===== src/rtl/tod_pkg.sv =====
package tod_pkg;

    localparam int DATA_W = 32;

    // register offsets (byte addresses of 32-bit words)
    localparam logic [7:0] OFS_TIME_WR = 8'h24;
    localparam logic [7:0] OFS_YEAR_WR = 8'h28;
    localparam logic [7:0] OFS_TIME_RD = 8'h2C;
    localparam logic [7:0] OFS_YEAR_RD = 8'h30;
    localparam logic [7:0] OFS_CTRL    = 8'h40;

    // control bit positions
    localparam int CTRL_BLK_BIT = 11;
    localparam int CTRL_OSC_BIT = 8;

    // packed time word, most significant field first
    typedef struct packed {
        logic [5:0] mon;
        logic [4:0] day;
        logic [4:0] hour;
        logic [5:0] min;
        logic [5:0] sec;
        logic [3:0] sub;
    } tod_time_t;

    localparam tod_time_t TIME_RESET = '{mon: 6'd1, day: 5'd1, hour: 5'd0,
                                         min: 6'd0, sec: 6'd0, sub: 4'd0};

    typedef enum logic [0:0] {
        TOD_HALT = 1'b0,
        TOD_RUN  = 1'b1
    } tod_state_e;

    function automatic logic [4:0] month_days(input logic [5:0] mon, input logic leap);
        logic [4:0] n;
        unique case (mon)
            6'd2:                    n = leap ? 5'd29 : 5'd28;
            6'd4, 6'd6, 6'd9, 6'd11: n = 5'd30;
            default:                 n = 5'd31;
        endcase
        return n;
    endfunction

endpackage


===== src/rtl/tod_prescaler.sv =====
module tod_prescaler #(
    parameter int TICK_DIV = 2048
) (
    input  logic clk,
    input  logic rst_n,
    input  logic run,
    input  logic tick_en,
    input  logic clear,
    output logic step
);

    logic adv;
    assign adv = run && tick_en && !clear;

    generate
        if (TICK_DIV <= 1) begin : g_nodiv
            assign step = adv;
        end else begin : g_div
            localparam int CNT_W = $clog2(TICK_DIV);
            localparam logic [CNT_W-1:0] CNT_LAST = CNT_W'(TICK_DIV - 1);

            logic [CNT_W-1:0] cnt_q;

            assign step = adv && (cnt_q == CNT_LAST);

            always_ff @(posedge clk) begin
                if (!rst_n) begin
                    cnt_q <= '0;
                end else if (clear) begin
                    cnt_q <= '0;
                end else if (adv) begin
                    cnt_q <= step ? '0 : cnt_q + CNT_W'(1);
                end
            end
        end
    endgenerate

endmodule


===== src/rtl/tod_calendar_core.sv =====
module tod_calendar_core
    import tod_pkg::*;
#(
    parameter int YEAR_W = 32
) (
    input  logic              clk,
    input  logic              rst_n,
    input  logic              step,
    input  logic              load_time,
    input  tod_time_t         time_wdata,
    input  logic              load_year,
    input  logic [YEAR_W-1:0] year_wdata,
    output tod_time_t         time_q,
    output logic [YEAR_W-1:0] year_q
);

    tod_time_t         time_inc;
    logic [YEAR_W-1:0] year_inc;
    logic              leap;
    logic [4:0]        last_day;

    assign leap     = (year_q[1:0] == 2'b00);
    assign last_day = month_days(time_q.mon, leap);

    // full carry chain resolved in one cycle
    always_comb begin
        time_inc = time_q;
        year_inc = year_q;
        if (time_q.sub == 4'hF) begin
            time_inc.sub = 4'h0;
            if (time_q.sec >= 6'd59) begin
                time_inc.sec = 6'd0;
                if (time_q.min >= 6'd59) begin
                    time_inc.min = 6'd0;
                    if (time_q.hour >= 5'd23) begin
                        time_inc.hour = 5'd0;
                        if (time_q.day >= last_day) begin
                            time_inc.day = 5'd1;
                            if (time_q.mon >= 6'd12) begin
                                time_inc.mon = 6'd1;
                                year_inc     = year_q + YEAR_W'(1);
                            end else begin
                                time_inc.mon = time_q.mon + 6'd1;
                            end
                        end else begin
                            time_inc.day = time_q.day + 5'd1;
                        end
                    end else begin
                        time_inc.hour = time_q.hour + 5'd1;
                    end
                end else begin
                    time_inc.min = time_q.min + 6'd1;
                end
            end else begin
                time_inc.sec = time_q.sec + 6'd1;
            end
        end else begin
            time_inc.sub = time_q.sub + 4'h1;
        end
    end

    always_ff @(posedge clk) begin
        if (!rst_n) begin
            time_q <= TIME_RESET;
            year_q <= '0;
        end else begin
            if (load_time) begin
                time_q <= time_wdata;
            end else if (step) begin
                time_q <= time_inc;
            end
            if (load_year) begin
                year_q <= year_wdata;
            end else if (step) begin
                year_q <= year_inc;
            end
        end
    end

endmodule


===== src/rtl/tod_bus_regs.sv =====
module tod_bus_regs
    import tod_pkg::*;
#(
    parameter int ADDR_W = 8,
    parameter int YEAR_W = 32
) (
    input  logic              clk,
    input  logic              rst_n,
    input  logic              req_valid,
    input  logic              req_write,
    input  logic [ADDR_W-1:0] req_addr,
    input  logic              run,
    input  logic [1:0]        ctrl_bits,
    input  tod_time_t         time_q,
    input  logic [YEAR_W-1:0] year_q,
    output logic              wr_ctrl,
    output logic              wr_time,
    output logic              wr_year,
    output logic [DATA_W-1:0] rsp_rdata
);

    logic              is_wr;
    logic              is_rd;
    logic [DATA_W-1:0] rd_mux;

    assign is_wr   = req_valid && req_write;
    assign is_rd   = req_valid && !req_write;
    assign wr_ctrl = is_wr && (req_addr == ADDR_W'(OFS_CTRL));
    assign wr_time = is_wr && (req_addr == ADDR_W'(OFS_TIME_WR));
    assign wr_year = is_wr && (req_addr == ADDR_W'(OFS_YEAR_WR));

    always_comb begin
        rd_mux = '0;
        if (req_addr == ADDR_W'(OFS_TIME_RD)) begin
            if (run) rd_mux = time_q;
        end else if (req_addr == ADDR_W'(OFS_YEAR_RD)) begin
            if (run) rd_mux = DATA_W'(year_q);
        end else if (req_addr == ADDR_W'(OFS_CTRL)) begin
            rd_mux[CTRL_BLK_BIT] = ctrl_bits[1];
            rd_mux[CTRL_OSC_BIT] = ctrl_bits[0];
        end
    end

    always_ff @(posedge clk) begin
        if (!rst_n) begin
            rsp_rdata <= '0;
        end else if (is_rd) begin
            rsp_rdata <= rd_mux;
        end
    end

endmodule


===== src/rtl/tod_calendar.sv =====
module tod_calendar
    import tod_pkg::*;
#(
    parameter int TICK_DIV = 2048,
    parameter int ADDR_W   = 8,
    parameter int YEAR_W   = 32
) (
    input  logic              clk,
    input  logic              rst_n,
    input  logic              tick_en,
    input  logic              req_valid,
    input  logic              req_write,
    input  logic [ADDR_W-1:0] req_addr,
    input  logic [31:0]       req_wdata,
    output logic [31:0]       rsp_rdata
);

    tod_state_e        state_q;
    tod_state_e        state_d;
    logic [1:0]        ctrl_q;
    logic              ctrl_both;
    logic              wdata_both;
    logic              run;
    logic              load_time;
    logic              load_year;
    logic              wr_ctrl;
    logic              wr_time;
    logic              wr_year;
    logic              step;
    tod_time_t         time_q;
    logic [YEAR_W-1:0] year_q;

    assign wdata_both = req_wdata[CTRL_BLK_BIT] && req_wdata[CTRL_OSC_BIT];
    assign ctrl_both  = &ctrl_q;

    // state register and stored control bits
    always_ff @(posedge clk) begin
        if (!rst_n) begin
            state_q <= TOD_HALT;
            ctrl_q  <= 2'b00;
        end else begin
            state_q <= state_d;
            if (wr_ctrl) begin
                ctrl_q <= {req_wdata[CTRL_BLK_BIT], req_wdata[CTRL_OSC_BIT]};
            end
        end
    end

    // next-state logic
    always_comb begin
        state_d = state_q;
        unique case (state_q)
            TOD_HALT: if (wr_ctrl && wdata_both)  state_d = TOD_RUN;
            TOD_RUN:  if (wr_ctrl && !wdata_both) state_d = TOD_HALT;
        endcase
    end

    // state outputs
    always_comb begin
        run = 1'b0;
        unique case (state_q)
            TOD_HALT: run = 1'b0;
            TOD_RUN:  run = 1'b1;
        endcase
        load_time = wr_time && run;
        load_year = wr_year && run;
    end

    tod_bus_regs #(
        .ADDR_W (ADDR_W),
        .YEAR_W (YEAR_W)
    ) u_regs (
        .clk       (clk),
        .rst_n     (rst_n),
        .req_valid (req_valid),
        .req_write (req_write),
        .req_addr  (req_addr),
        .run       (run),
        .ctrl_bits (ctrl_q),
        .time_q    (time_q),
        .year_q    (year_q),
        .wr_ctrl   (wr_ctrl),
        .wr_time   (wr_time),
        .wr_year   (wr_year),
        .rsp_rdata (rsp_rdata)
    );

    tod_prescaler #(
        .TICK_DIV (TICK_DIV)
    ) u_presc (
        .clk     (clk),
        .rst_n   (rst_n),
        .run     (run),
        .tick_en (tick_en),
        .clear   (load_time),
        .step    (step)
    );

    tod_calendar_core #(
        .YEAR_W (YEAR_W)
    ) u_core (
        .clk        (clk),
        .rst_n      (rst_n),
        .step       (step),
        .load_time  (load_time),
        .time_wdata (tod_time_t'(req_wdata)),
        .load_year  (load_year),
        .year_wdata (req_wdata[YEAR_W-1:0]),
        .time_q     (time_q),
        .year_q     (year_q)
    );

endmodule


===== config.mk =====
export PLATFORM = sky130hd
export DESIGN_NAME = tod_calendar
export DESIGN_NICKNAME = d
export VERILOG_FILES = /design/src/rtl/tod_pkg.sv /design/src/rtl/tod_prescaler.sv /design/src/rtl/tod_calendar_core.sv /design/src/rtl/tod_bus_regs.sv /design/src/rtl/tod_calendar.sv
export SDC_FILE = /design/constraint.sdc
export NUM_CORES = 1
export LEC_CHECK = 0
export ABC_AREA = 1
export BUFFER_PORTS_ARGS = -buffer_cell sky130_fd_sc_hd__buf_2
export CAP_MARGIN = 20
export CORE_MARGIN = 5
export CORE_UTILIZATION = 35
export DETAILED_ROUTE_END_ITERATION = 10
export GPL_TIMING_DRIVEN = 0
export PLACE_DENSITY_LB_ADDON = 0.08
export RECOVER_POWER = 50
export SYNTH_ARGS = -nofsm -noshare
export SYNTH_HDL_FRONTEND = slang
export SYNTH_SLANG_ARGS = --single-unit

===== constraint.sdc =====
create_clock -name clk -period 4.6 [get_ports clk]
set_input_delay 0 -clock clk [delete_from_list [all_inputs] [get_ports clk]]
set_output_delay 0 -clock clk [all_outputs]
set_load 0.02 [all_outputs]

# Word-level counts from Yosys, hierarchy flattened
# Index checks and enable logic that the tools add are counted.
# op_classes
n_addsub,8
n_lt_le_gt_ge,5
n_eq_ne,12
muxes,38
bitwise,2
n_reduce_logical,38
# op_table
cell,n
two-way mux 32 bit,13
adder 32 x 1 -> 32 bit (second input constant),1
== test 8 x 6 -> 1 bit (second input constant),4
two-way mux 28 bit,1
nonzero test 2 bit,13
two-way mux 6 bit,4
two-way mux 11 bit,2
two-way mux 22 bit,1
two-way mux 20 bit,1
adder 6 x 1 -> 6 bit (second input constant),3
two-way mux 16 bit,1
logical AND 1 bit,13
== test 6 x 3 -> 1 bit (second input constant),2
== test 6 x 4 -> 1 bit (second input constant),2
greater-or-equal comparator 6 bit (second input constant),2
adder 11 x 1 -> 11 bit (second input constant),1
== test 11 bit (second input constant),1
adder 5 x 1 -> 5 bit (second input constant),2
two-way mux 5 bit,2
one-hot mux 5 bit (2 select lines),1
== test 8 x 7 -> 1 bit (second input constant),1
two-way mux 8 bit,1
two-way mux 1 bit,7
AND reduction 7 bit,1
other kinds (19),23
# totals
reg_bits,110
in_bits,45
out_inout_bits,32

# Depth between registers and ports, before layout
# Gate-level depths: netlist (run 1).
# logic_depth
ltp_word,11
ltp_mapped,20

# Hierarchy
# Synthesis (run 1) repeated with hierarchy kept, for this count alone.
# unflattened
hier_cells,1229
area_unflattened_um2,7475.9
# by_module_without_submodules
mod,instances,cells_per_inst,area_per_inst_um2,seq_area_each_um2
tod_calendar_core,1,706,4386.7,1281.2
tod_bus_regs,1,419,2357.3,640.6
tod_prescaler,1,86,610.6,220.2
tod_calendar,1,18,121.4,60.1

# Worst setup path after synthesis (run 1)
# No wires, ideal clock.
# synth_timing
path_type,register -> register
startpoint,reg u_core.time_q[26] (netlist name)
endpoint,reg u_core.year_q[15]
arrival_ps,2309
required_time_ps,4472
setup_slack_ps,2164
path_stages_with_launch,19
path_buffers,1
synth_period_minus_slack_ps,2436
cell_sequence,dfxtp_1 > inv_1 > ha_1 > inv_1 > nor4_1 > a21oi_1 > ha_1 > inv_1 > nand2_1 > nand2_1 > a21oi_1 > nand3_1 > nor2_2 > nand2_4 > nand2_4 > buf_6 > nor2_1 > nor2_1 > nor2_1
# synth_between
elab_chain_cells,6
# synth_rtl
item,line,rtl
== test 6 x 3 -> 1 bit / == test 6 x 4 -> 1 bit (equally long branches),tod_pkg.sv:36,unique case (mon)
OR reduction 4 bit,tod_pkg.sv:36,
one-hot mux 5 bit (2 select lines),tod_pkg.sv:36,
greater-or-equal comparator 5 bit,tod_calendar_core.sv:37,if (time_q.day >= last_day) begin
nonzero test 2 bit (no source line),-,
AND reduction 7 bit (no source line) *,-,
end signal: assignment,tod_calendar_core.sv:73,year_q <= year_wdata;
end signal: assignment,tod_calendar_core.sv:75,year_q <= year_inc;
end: declaration,tod_calendar_core.sv:14,output logic [YEAR_W-1:0] year_q
# Every way passes the cells marked *; elsewhere a longest branch is shown, timed or not.
# A chain may end at the register's enable or synchronous reset.

# Final worst setup path (run 1)
# layout_timing
startpoint,reg u_core.time_q[26] (netlist name)
endpoint,reg u_core.year_q[14]
# layout_between
elab_chain_cells,6
# layout_rtl
item,line
== test 6 x 3 -> 1 bit / == test 6 x 4 -> 1 bit (equally long branches),tod_pkg.sv:36
OR reduction 4 bit,tod_pkg.sv:36
one-hot mux 5 bit (2 select lines),tod_pkg.sv:36
greater-or-equal comparator 5 bit,tod_calendar_core.sv:37
nonzero test 2 bit (no source line),-
AND reduction 7 bit (no source line) *,-
# Marks and branches as above.

==> results.md, run 1 <==
* Tightest Hold Check Type: input port to flip-flop
* Diode count at 0
* H-Tree Depth at 3
* Clock-pin slew on the worst setup and hold paths at 0.08 ns
* Worst-path cell chain: inv_1, ha_1, inv_1, nor4_1, a21oi_1, ha_1, inv_1, nand2_1, nand2_1, a21oi_1, nand3_1, nor2_2, nand2_4, nand2_4, buf_6, nor2_1, nor2_1, nor2_1
* Netlist area before placement at 0.00710 sq mm
* Die Span Y at 152 um
* GRT Max-Usage Layer: met2
* Max Root-Sink Buffers at 2
* Pre-CTS WS at 1.62 ns
* Core Region at 0.0201 sq mm
* Largest net degree at the start of global routing at 20
* CP Max Fanout at 10
* CTS buffer count at 9
* Final HPWL DP at 19.6 mm
* Hold Violations, Final at 0
* Max VDD drop at 0.176 mV
* DRC Markers at 0
* Layout fillers at 2259
* CP required at 4.84 ns
* Fmax at 0.336 GHz
* Initial Util at 35.3%
* CP Capture Type: flip-flop
* CP startpoint: u_core.time_q[26]
* Reg-to-Reg Start: u_core.time_q[26]
* Post-Synthesis Cells at 1146
* Yosys reg bits at 110
* Met1 usage at 29.5%
* Clock tree sinks at 110
* Clk Tree Root Cell: clkbuf_16
* Syn_nets at 1205
* GP Congestion at 0.914
* I/O Buffers at 75
* Max-cap violation count at 0
* CP max stage delay at 0.39 ns
* Minimum clock period at 2.97 ns
* DIE AREA at 0.0232 sq mm
* IO Pins at 77
* Sequential-to-total area share from yosys stat at 31.0%
* Part of the cycle the worst path needs at 64.6%
* Area leader, netlist: dfxtp_1
* Status: finished, final reports clean
* RSZ-0062 raised after global routing: no
* Vias after detailed routing at 7525
* P&R area growth vs syn at 16.9%
* Final WS setup at 1.63 ns
* Post-DR vias/cell at 4.91
* HP Start: req_wdata[13]
* Critical Path Start Type: flip-flop
* Post-CTS sizing at 0
* Row cnt at 52
* LEAKAGE at 0.00344 uW
* Reg2reg setup slack at 1.63 ns
* DR iter-0 viols at 518
* Final ANT Viol Nets at 0
* Worst-skew pair later-pin latency at 0.37 ns
* Crit path buf inv count at 4
* Synth Area per Inst at 6.20 sq um
* Setup CP Type: flip-flop to flip-flop
* Final net count at 1318
* Share of cells above drive strength 1 at 9.81%
* CTS tree: done
* Netlist cell types at 39
* Setup violations, final at 0
* Pwr/cell area at 224 mW/mm^2
* CP max stage cell: nor4_1
* Core Util, Final at 41.3%
* Postcts setup bufs at 0
* Sum of negative setup slack at 0 ns
* Met2 Use GR at 36.5%
* Final Max Slew Viols at 0
* Synth warn at 0
* Max Clock Skew at 0.0138 ns
* TritonRoute pass-1 iters at 6
* Global-route track usage on met3 at 2.41%
* All-layer global routing usage at 21.6%
* Routed wire per std cell at 16.6 um
* Die Wd at 152 um
* Slew @ Worst Pin at 0.779 ns
* Drt total wl at 25.5 mm
* Global-route wire length before repair at 40.3 mm
* Largest delay share family, worst path: simple AND/OR/NAND/NOR gates
* Top cells by area, synth: dfxtp_1 31%, nand2_1 18%, nor2_1 8.7%
* Slew HR at 48.0%
* GRT overflow at 0
* Crit path arrival time at 3.21 ns
* Vias in the first global route at 7263
* Initial antenna violation count at 0
* Synth top area share at 31.0%
sequential cells by signal, summed over array words and instances, names as in the netlist, named ones only:
name                 flops
u_regs.rsp_rdata        32
u_core.year_q           32
u_core.time_q           32
u_presc.g_div.cnt_q     11
ctrl_q                   2
Yosys cell counts:
master	instances
nand2_1	336
nor2_1	165
inv_1	119
dfxtp_1	110
o21ai_0	80
a21oi_1	70
nand3_1	69
o211ai_1	32
clkbuf_1	27
xor2_1	16
ha_1	14
inv_2	10
nand2_2	10
nor2_2	10
buf_2	9
a211oi_1	6
a31oi_1	5
buf_6	5
nand2_4	5
nand4_1	5
nand4_2	5
o21ai_1	5
nor2_4	4
a211oi_2	3
buf_4	3
nor3_1	3
nor3_2	3
xnor2_1	3
nand3b_1	2
nor4_1	2
o22ai_1	2
buf_1	1
clkinv_1	1
nand3_2	1
nand3_4	1
nor2_8	1
nor3_4	1
nor3b_1	1
o31ai_1	1
report_power, final:
part / switching, uW / internal (uW)
combinational: 63.0 / 36.4
clock: 417 / 392
sequential: 0.447 / 952
final timing paths:
path,cells past startpoint,to
worst max-delay path,18,u_core.year_q[14]
worst min-delay path,5,u_core.year_q[13]
worst max register to register,18,u_core.year_q[14]
worst min register to register,2,u_presc.g_div.cnt_q[6]
final cells by class:
class / count / area (sq um) / share of cell area, %
buffer: 45 / 215 / 2.59
clock buffer: 10 / 239 / 2.88
clock inverter: 6 / 50.0 / 0.603
inverter: 130 / 488 / 5.88
multi-input combinational: 861 / 4160 / 50.2
sequential: 110 / 2200 / 26.5
tap: 270 / 338 / 4.07
timing repair buffer: 102 / 606 / 7.29
tightest hold or removal path, cell delays in order:
cell	delay (ns)
buf_2	0.12
nand2_1	0.06
nand2_1	0.06
nor2_1	0.04
nor2_1	0.06
cell families (layout without fill, tap and decap cells):
logic type	Yosys count	in the layout	synth area share, %
xor+xnor	19	19	2.34
flops	110	110	31.0
fa+ha+maj	14	14	2.47
compound gates	204	204	16.2
simple gates	624	624	37.9
buf+inv	175	293	10.1
metrics by stage:
step / hold slack (ns) / cell area, sq um / std cells / power (uW)
after detailed placement: 0.270 / 7810 / 1491 / 1060
after global routing: 0.0404 / 8300 / 1534 / 1920
after global placement: 0.270 / 7810 / 1491 / 1060
after floorplan: 0.144 / 7100 / 1146 / 1010
after CTS: 0.000416 / 8370 / 1534 / 1880
final: 0.00326 / 8300 / 1534 / 1860
routing by layer:
| metal | vias to the layer above | share of wire (%) | routed length [um] |
|---|---|---|---|
| li1 | 3904 | - | - |
| met5 | - | 0 | 0 |
| met1 | 3425 | 47 | 12100 |
| met3 | 22 | 4.3 | 1100 |
| met2 | 174 | 47 | 11900 |
| met4 | 0 | 1.5 | 386 |
placed cells by master (no fill, tap or decap), drive strengths merged, types with 3 or more instances in the layout:
master and n:
xnor2 3, a31oi 5, o21ai 85, nor3 7, clkbuf 73, nand2 351
nor2 180, a21oi 70, nand3 71, dlygate4sd3 27, xor2 16, inv 133
o211ai 32, a211oi 9, dfxtp 110, ha 14, nand4 10, buf 57
timing repair:
item / in CTS / in global routing
setup endpoints to repair: 0 / 0
hold buffers: 27 / 0
endpoints found under the hold margin: 31 / 0
Power figures use the tool's default switching activity.
==> run 2: changes to the inputs <==
ABC_AREA = 0   (was 1)
clock period = 3.05 ns   (was 4.6 ns; I/O delays follow)
==> results.md, run 2 <==
* Crit path buf inv count at 1
* Final non-filler cell total at 1112
* CP max stage cell: or4_1
* All-layer global routing usage at 21.3%
* Vias in the first global route at 6107
* Die Span Y at 141 um
* Global-route wire length before repair at 33.3 mm
* Share of cells above drive strength 1 at 9.87%
* Largest delay share family, worst path: simple AND/OR/NAND/NOR gates
* Number of synthesized flops with an enable pin at 0
* P_sw at 665 uW
* Diode count at 0
* I/O Buffers at 76
* Int Pwr at 2080 uW
* GP Congestion at 0.906
* H-Tree Depth at 3
* Commonest cells in the netlist: 113 x nor2_1, 110 x dfxtp_1, 75 x a21oi_1
* Worst-skew pair later-pin latency at 0.36 ns
* Synth async-reset ratio at 0%
* Minimum clock period at 2.89 ns
* CP Max Fanout at 6
* Tightest Hold Check Type: input port to flip-flop
* P&R area growth vs syn at 21.9%
* Hold Violations, Final at 0
* Row cnt at 47
* Commonest non-fill, non-tap cell in the layout: nor2_1
* Switching Fraction at 24.2%
* Clock-pin slew on the worst setup and hold paths at 0.08 ns
* CTS buffer count at 9
* Largest net degree at the start of global routing at 19
* RSZ-0062 raised after global routing: no
* Max VDD drop at 0.294 mV
* Top cells by area, synth: dfxtp_1 37%, nor2_1 7.1%, a21oi_1 6.3%
* LEAKAGE at 0.00252 uW
* Routed wire per std cell at 19.5 um
* Synth top area share at 36.9%
* TritonRoute pass-1 iters at 5
* Yosys reg bits at 110
* Setup CP Type: flip-flop to flip-flop
* Netlist cell types at 55
* Post-Synthesis Cells at 764
* GRT overflow at 0
* Placed cell area at 0.00663 sq mm
* Final Max Slew Viols at 0
* Clock tree sinks at 110
* Initial Util at 35.9%
* Syn_nets at 823
* Initial antenna violation count at 0
* Core Util, Final at 43.8%
* Pwr/cell area at 377 mW/mm^2
* Die Wd at 141 um
* Slew @ Worst Pin at 0.909 ns
* Most frequent cell after synthesis: nor2_1
* Final HPWL DP at 16.1 mm
* Critical Path Start Type: flip-flop
* Netlist area before placement at 0.00597 sq mm
* Max Root-Sink Buffers at 2
* Final ANT Viol Nets at 0
* Final Cell Area at 0.00728 sq mm
* DR iter-0 viols at 529
* Logic pwr share at 5.5%
* CP max stage delay at 0.55 ns
* Worst-path cell chain: inv_2, ha_2, nor2b_1, o22ai_1, o22ai_1, nand2_1, ha_1, nand2b_4, a21o_1, nand4_1, or4_1, mux2i_1, a21o_1
* CTS tree: done
* Post-DR vias/cell at 5.75
* Slew HR at 38.9%
* Synth Area per Inst at 7.82 sq um
* Max-cap violation count at 0
* CP Capture Type: flip-flop
* DRC Markers at 0
* Drt total wl at 21.6 mm
* Clk Tree Root Cell: clkbuf_16
* Reg power frac at 52.3%
* Main synth FF type: dfxtp_1
* Largest regs: u_core.time_q: 32 flops, u_core.year_q: 32 flops, u_regs.rsp_rdata: 32 flops
* Commonest non-fill, non-tap cells in the layout: 113 x nor2_1, 106 x dfxtp_1, 75 x clkbuf_1, 74 x a21oi_1, 45 x buf_2
* Fmax at 0.346 GHz
* Status: finished, final reports clean
* Synth warn at 0
* Max Clock Skew at 0.00928 ns
* CP required at 3.31 ns
* IO Pins at 77
* Final net count at 946
* Area leader, netlist: dfxtp_1
* Reg2reg setup slack at 0.16 ns
* Sequential-to-total area share from yosys stat at 36.9%
* DIE AREA at 0.0198 sq mm
* Vias after detailed routing at 6397
* Part of the cycle the worst path needs at 94.7%
* # placed instances at 1060
* Clk network pwr share at 42.2%
* Crit path arrival time at 3.15 ns
* Core Region at 0.0166 sq mm
* Setup violations, final at 0
-- run 2: cell count changes after synthesis, sizes merged, moves of 12 or more --
cell and delta:
a22oi +33, and3 +18, buf -12, clkbuf +15, inv -117, nand2 -307, nand3 -37, nand4 +16
nor2 -67, o211ai -20, o21ai -30
-- run 2: path summary, 6_finish.rpt --
| check | end | from | cells after the start |
|---|---|---|---|
| max | u_core.year_q[14] | u_core.time_q[26] | 13 |
| min | u_presc.g_div.cnt_q[2] | tick_en | 4 |
| max reg2reg | u_core.year_q[14] | u_core.time_q[26] | 13 |
| min reg2reg | u_regs.rsp_rdata[15] | u_regs.rsp_rdata[15] | 2 |
-- run 2: power groups by stage --
stage	sequential [uW]	clock (uW)	combinational (uW)
2_1_floorplan	1470	0	41.7
3_3_place_gp	1470	0	117
3_5_place_dp	1470	0	118
4_1_cts	1440	1190	150
5_1_grt	1440	1240	162
6_report	1440	1160	150
-- run 2: worst min-delay path, stage by stage --
cell     delay [ns]
buf_2          0.12
nand4_1        0.10
xor2_1         0.07
nor2_1         0.07
-- run 2: cell families (layout without fill, tap and decap cells) --
group,count (synthesis),count (layout),share of synthesized area [%]
AND/OR/NAND/NOR,315,315,27.0
adder cells (fa/ha/maj),14,14,2.93
multiplexers,6,6,1.01
XOR/XNOR,36,36,5.28
flip-flops,110,110,36.9
AO/OA/AOI/OAI,223,223,22.9
buffers and inverters,60,188,4.08
-- run 2: final cells by class --
cell class | instances | area, sq um
buffer | 48 | 208
fill | 1721 | 9360
clock inverter | 6 | 43.8
clock buffer | 10 | 239
tap | 220 | 275
sequential | 110 | 2210
inverter | 12 | 45.0
multi-input combinational | 594 | 3570
timing repair buffer | 112 | 691
-- run 2: what timing repair did --
item	CTS	global route
hold endpoints to repair	59	0
hold buffers	32	0
setup endpoints to repair	8	38
pin swaps	1	5
setup buffers	0	4
gates resized for setup	3	18
-- run 2: metal layers --
metal	GRT usage, %	up-vias	share of wire (%)
met1	28.8	3106	45
met2	34.9	222	46
met4	5.86	0	1.8
li1	-	3039	-
met3	3.93	30	6.6
met5	0	-	0
-- run 2: stage by stage --
| stage | TNS (ns) | total power, uW | hold slack [ns] | worst slack, ns |
|---|---|---|---|---|
| 6_report | 0 | 2750 | 0.0302 | 0.161 |
| 4_1_cts | 0 | 2770 | 0.0184 | 0.0239 |
| 5_1_grt | 0 | 2830 | 0.0390 | 0.00660 |
| 3_3_place_gp | -0.0707 | 1590 | 0.241 | -0.0332 |
| 3_5_place_dp | -0.340 | 1590 | 0.240 | -0.0711 |
| 2_1_floorplan | 0 | 1510 | 0.110 | 0.493 |
